$ cat src/rtl/pcu_pkg.sv
package pcu_pkg;

    typedef enum logic [1:0] {
        PC_OP_NEXT   = 2'b00,
        PC_OP_BRANCH = 2'b01,
        PC_OP_JUMP   = 2'b10,
        PC_OP_SPARE  = 2'b11
    } pc_op_e;

    typedef enum logic [2:0] {
        COND_EQ     = 3'b000,
        COND_NE     = 3'b001,
        COND_GT     = 3'b010,
        COND_GE     = 3'b011,
        COND_LT     = 3'b100,
        COND_LE     = 3'b101,
        COND_RSVD   = 3'b110,
        COND_ALWAYS = 3'b111
    } cond_e;

    typedef struct packed {
        logic zero;
        logic neg;
        logic ovf;
    } flags_t;

    // Signed "less than" is signalled by negative differing from overflow.
    function automatic logic cond_met(cond_e c, flags_t f);
        logic below;
        logic res;
        below = f.neg ^ f.ovf;
        case (c)
            COND_EQ:     res = f.zero;
            COND_NE:     res = ~f.zero;
            COND_GT:     res = ~f.zero & ~below;
            COND_GE:     res = ~below;
            COND_LT:     res = below;
            COND_LE:     res = f.zero | below;
            COND_ALWAYS: res = 1'b1;
            default:     res = 1'b0;
        endcase
        return res;
    endfunction

endpackage

$ cat src/rtl/pcu_cond_eval.sv
module pcu_cond_eval
    import pcu_pkg::*;
(
    input  logic [2:0] cond,
    input  flags_t     flags,
    output logic       taken
);

    always_comb begin
        taken = cond_met(cond_e'(cond), flags);
    end

endmodule

$ cat src/rtl/pcu_next_calc.sv
module pcu_next_calc
    import pcu_pkg::*;
#(
    parameter int ADDR_W     = 16,
    parameter int OFS_W      = 8,
    parameter int STEP_BYTES = 2
) (
    input  logic [ADDR_W-1:0] cur_pc,
    input  logic [1:0]        op,
    input  logic              taken,
    input  logic [OFS_W-1:0]  offset,
    input  logic [ADDR_W-1:0] jump_target,
    output logic [ADDR_W-1:0] next_pc
);

    localparam int SHIFT = $clog2(STEP_BYTES);
    localparam int EXT_W = ADDR_W - OFS_W;

    logic [ADDR_W-1:0] ofs_ext;
    logic [ADDR_W-1:0] seq_addr;
    logic [ADDR_W-1:0] rel_addr;

    assign ofs_ext  = {{EXT_W{offset[OFS_W-1]}}, offset};
    assign seq_addr = cur_pc + ADDR_W'(STEP_BYTES);
    assign rel_addr = cur_pc + (ofs_ext << SHIFT);

    always_comb begin
        case (pc_op_e'(op))
            PC_OP_BRANCH: next_pc = taken ? rel_addr : seq_addr;
            PC_OP_JUMP:   next_pc = jump_target;
            default:      next_pc = seq_addr;
        endcase
    end

endmodule

$ cat src/rtl/pcu_pc_reg.sv
module pcu_pc_reg #(
    parameter int ADDR_W = 16
) (
    input  logic              clk,
    input  logic              rst,
    input  logic              en,
    input  logic [ADDR_W-1:0] d,
    output logic [ADDR_W-1:0] q
);

    always_ff @(posedge clk) begin
        if (rst) begin
            q <= '0;
        end else if (en) begin
            q <= d;
        end
    end

endmodule

$ cat src/rtl/pc_flow_unit.sv
module pc_flow_unit
    import pcu_pkg::*;
#(
    parameter int ADDR_W     = 16,
    parameter int OFS_W      = 8,
    parameter int STEP_BYTES = 2
) (
    input  logic              clk,
    input  logic              rst,
    input  logic              step_en,
    input  logic [1:0]        pc_op,
    input  logic [2:0]        br_cond,
    input  logic              flag_zero,
    input  logic              flag_neg,
    input  logic              flag_ovf,
    input  logic [OFS_W-1:0]  br_offset,
    input  logic [ADDR_W-1:0] jump_addr,
    output logic [ADDR_W-1:0] pc
);

    flags_t            flags;
    logic              taken;
    logic [ADDR_W-1:0] next_pc;

    assign flags = '{zero: flag_zero, neg: flag_neg, ovf: flag_ovf};

    pcu_cond_eval u_cond (
        .cond  (br_cond),
        .flags (flags),
        .taken (taken)
    );

    pcu_next_calc #(
        .ADDR_W     (ADDR_W),
        .OFS_W      (OFS_W),
        .STEP_BYTES (STEP_BYTES)
    ) u_next (
        .cur_pc      (pc),
        .op          (pc_op),
        .taken       (taken),
        .offset      (br_offset),
        .jump_target (jump_addr),
        .next_pc     (next_pc)
    );

    pcu_pc_reg #(
        .ADDR_W (ADDR_W)
    ) u_reg (
        .clk (clk),
        .rst (rst),
        .en  (step_en),
        .d   (next_pc),
        .q   (pc)
    );

endmodule

$ cat config.mk
export PLATFORM = sky130hd
export DESIGN_NAME = pc_flow_unit
export DESIGN_NICKNAME = d
export VERILOG_FILES = /design/src/rtl/pcu_pkg.sv /design/src/rtl/pcu_cond_eval.sv /design/src/rtl/pcu_next_calc.sv /design/src/rtl/pcu_pc_reg.sv /design/src/rtl/pc_flow_unit.sv
export SDC_FILE = /design/constraint.sdc
export NUM_CORES = 1
export LEC_CHECK = 0
export BUFFER_PORTS_ARGS = -buffer_cell sky130_fd_sc_hd__buf_4
export CAP_MARGIN = 10
export CELL_PAD_IN_SITES_DETAIL_PLACEMENT = 1
export CELL_PAD_IN_SITES_GLOBAL_PLACEMENT = 2
export CORE_ASPECT_RATIO = 0.75
export CORE_MARGIN = 4
export CORE_UTILIZATION = 30
export CTS_CLUSTER_SIZE = 8
export DETAILED_ROUTE_END_ITERATION = 7
export GPL_TIMING_DRIVEN = 1
export PLACE_DENSITY_LB_ADDON = 0.1
export SKIP_LAST_GASP = 1
export SLEW_MARGIN = 30
export SYNTH_ARGS = -nofsm -noshare
export SYNTH_HDL_FRONTEND = slang
export SYNTH_SLANG_ARGS = --single-unit
$ cat constraint.sdc
create_clock -name clk -period 2.36 [get_ports clk]
set_clock_uncertainty 0.05 [all_clocks]
set_input_delay 0.472 -clock clk [delete_from_list [all_inputs] [get_ports clk]]
set_output_delay 0.472 -clock clk [all_outputs]
set_load 0.005 [all_outputs]
==> impl_metrics.py <==
metrics = {
    "outcome": {
        "status": "completed",
    },
    "setup_path": {
        "worstPathMaxFanout": 3,
        "end_kind": "flop",
        "r2r_setup_slack_ps": 120,
        "crit_required_ps": 2440,
        "r2r-end": "u_reg.q[5]$_SDFFE_PP0P_",
        "worstSetupPathType": "flop to flop",
        "cp.arrival_ps": 2320,
        "start_kind": "flop",
        "rr_worst_depth": 9,
        "r2r_start": "u_reg.q[1]$_SDFFE_PP0P_",
    },
    "global_routing": {
        "grt_pass1_wl_microns": 14200,
        "grt-ovfl-total": 0,
        "grt_use_total": 0.210,
        "antenna_found_initial": 0,
        "grt_pass1_vias": 2693,
        "grt_max_degree": 28,
    },
    "clock_network": {
        "clock_latency_ps": 260,
        "cts_hold_buf": 0,
        "clk_pin_slew_worst_paths_ps": 80,
        "cts_buffers": 3,
        "clock-sinks": 16,
        "post-cts-setup-buffers": 0,
        "cts_tree": "done",
        "cts_root_buffer": "clkbuf_8",
        "htreeDepth": 1,
        "ctsResizeCount": 0,
        "cts_max_path_buffers": 2,
    },
    "cells_and_area": {
        "top_regs": "u_reg.q: 16 flops",
        "fin_area_sq_um": 2880,
        "final_cell_mix": "buf_4, a21oi_1, o21ai_0, nor2_1, nand2_1",
        "diodes": 0,
        "largest_reg_flops": 16,
        "post_route_cells_drive_above_1_share": 0.270,
        "layout_commonest_cell": "buf_4",
        "final_nets": 422,
        "top_register": "u_reg.q",
        "syn2layout_area_growth_pct": 36.7,
    },
    "route": {
        "wl_met2_microns": 3930,
        "wl_per_cell_microns": 18.9,
        "routed_wl_microns": 8510,
        "wl_met3_microns": 344,
        "route.detailed.drc": 0,
        "wl_met1_microns": 4130,
        "drtAntennaViolNets": 0,
        "dr.max_layer_used": "met4",
        "vias": 2570,
        "dr.pass1.iters": 4,
        "via_per_inst": 5.70,
        "dr.first_iter.drc_count": 108,
    },
    "worst_hold_path": {
        "hp-class": "flop to flop",
        "min_path_cells": 2,
        "min_to": "u_reg.q[0]$_SDFFE_PP0P_",
        "min-delay-start": "u_reg.q[0]$_SDFFE_PP0P_",
    },
    "flow_run": {
        "cap_violations": 0,
    },
    "yosys": {
        "synthMuxAreaShare": 0.0119,
        "synth_top_family_by_area": "compound AO/OA/AOI/OAI gates",
        "synth_area_sq_um": 2100,
        "yosys.area_share.simple": 0.244,
        "synth_seq_area_share": 0.152,
        "ys_types": 59,
        "synthXorXnorAreaFrac": 0.0750,
        "synth_compound_area_frac": 0.360,
        "synthesis.nets": 343,
        "yosys_warnings": 0,
        "syn_inst": 290,
        "synth-edff-count": 0,
        "async_reset_ff_frac": 0,
        "synth-main-ff-cell": "dfxtp_1",
        "ys_seq_elements": 16,
        "yosys.area_share.adder": 0.111,
        "syn_area_per_cell_sq_um": 7.25,
    },
    "placement": {
        "place_congestion": 0.814,
        "dpl_cell_area_sq_um": 2820,
        "io_buffers": 50,
        "hpwl_microns": 6880,
    },
    "floorplan": {
        "start_util": 0.309,
        "die_area_sq_um": 8430,
        "io_pins": 51,
        "coreArea_sq_um": 6800,
        "die_x_microns": 105,
        "rows": 26,
        "die_y_microns": 80.5,
    },
    "power_and_ir_drop": {
        "power_density_nw_per_um2": 392,
        "max-vdd-ir-drop_mv": 0.147,
        "p_leak_nw": 1.21,
        "totalPowerFinal_mw": 1.13,
    },
    "sta": {
        "post-route-period-util": 0.951,
        "rsz0062_at_grt": "true",
        "worst_pin_slew_ps": 532,
        "fmax_mhz": 446,
        "relSlewSlack": 0.641,
        "drv_slew": 0,
        "period_needed_ps": 2240,
        "finalHoldViolCount": 0,
        "finalSetupViolCount": 0,
    },
}
[critical path: stages (launching register included)]
cell and delay (ps):
dfxtp_1 350, ha_1 190, inv_1 60, fa_1 400
nor2b_2 180, o31a_1 180, a211oi_1 60, mux2_4 260
a222oi_1 250, o21ai_0 150
[cells by family after synthesis]
| group | count (synthesis) |
|---|---|
| AO/OA/AOI/OAI | 112 |
| XOR/XNOR | 18 |
| adder cells (fa/ha/maj) | 18 |
| buffers and inverters | 25 |
| flip-flops | 16 |
| multiplexers | 2 |
| AND/OR/NAND/NOR | 99 |
[stage by stage]
step	setup TNS [ps]	setup slack (ps)	cells	util	hold WS (ps)
floorplan	0	151	290	-	403
global placement	-456	-95.8	448	0.415	395
detailed placement	-703	-157	448	0.415	408
CTS	0	32.2	451	0.421	421
global route	-55.2	-55.2	451	0.423	450
finish	0	116	451	0.423	414
[layer usage]
layer	up-vias	GRT usage
met5	-	0
met4	0	0.0393
met3	8	0.0353
met2	56	0.365
met1	1232	0.277
li1	1274	-
[layout make-up]
| cell class | count | area (sq um) |
|---|---|---|
| well taps | 84 | 105 |
| multi-input cells | 249 | 1700 |
| clock buffers | 3 | 41.3 |
| repair buffers | 86 | 658 |
| inverters | 13 | 48.8 |
| flip-flops and latches | 16 | 322 |
| fillers | 868 | 3920 |
[synth_stat cells (5+ instances only)]
master | instances | area (sq um)
nand2_1 | 20 | 75.1
xnor2_1 | 13 | 114
a31oi_1 | 8 | 50.1
nor2_1 | 20 | 75.1
nand4_1 | 8 | 50.1
xor2_1 | 5 | 43.8
inv_1 | 13 | 48.8
nor2b_1 | 7 | 43.8
o21a_1 | 9 | 67.6
a211oi_1 | 6 | 45.0
dfxtp_1 | 16 | 320
and3_1 | 9 | 56.3
nand3_1 | 13 | 65.1
clkbuf_1 | 10 | 37.5
o21ai_0 | 23 | 115
nor3_1 | 7 | 35.0
a21oi_1 | 24 | 120
ha_1 | 17 | 213
[power breakdown]
| group | leakage [nW] | internal [mW] | switching (mW) |
|---|---|---|---|
| clock | 0.0216 | 0.114 | 0.122 |
| sequential | 0.131 | 0.290 | 0.0219 |
| combinational | 1.06 | 0.276 | 0.302 |
[how the worst max path moves through the flow]
| stage | depth (start not counted) | from | end |
|---|---|---|---|
| 3_5_place_dp | 10 | br_offset[0] | u_reg.q[13]$_SDFFE_PP0P_ |
| 2_1_floorplan | 9 | u_reg.q[1]$_SDFFE_PP0P_ | u_reg.q[13]$_SDFFE_PP0P_ |
| 4_1_cts | 9 | u_reg.q[1]$_SDFFE_PP0P_ | u_reg.q[13]$_SDFFE_PP0P_ |
| 5_1_grt | 9 | u_reg.q[1]$_SDFFE_PP0P_ | u_reg.q[13]$_SDFFE_PP0P_ |
| 6_report | 9 | u_reg.q[1]$_SDFFE_PP0P_ | u_reg.q[5]$_SDFFE_PP0P_ |
| 3_3_place_gp | 10 | br_offset[0] | u_reg.q[11]$_SDFFE_PP0P_ |
Power figures use the tool's default switching activity.
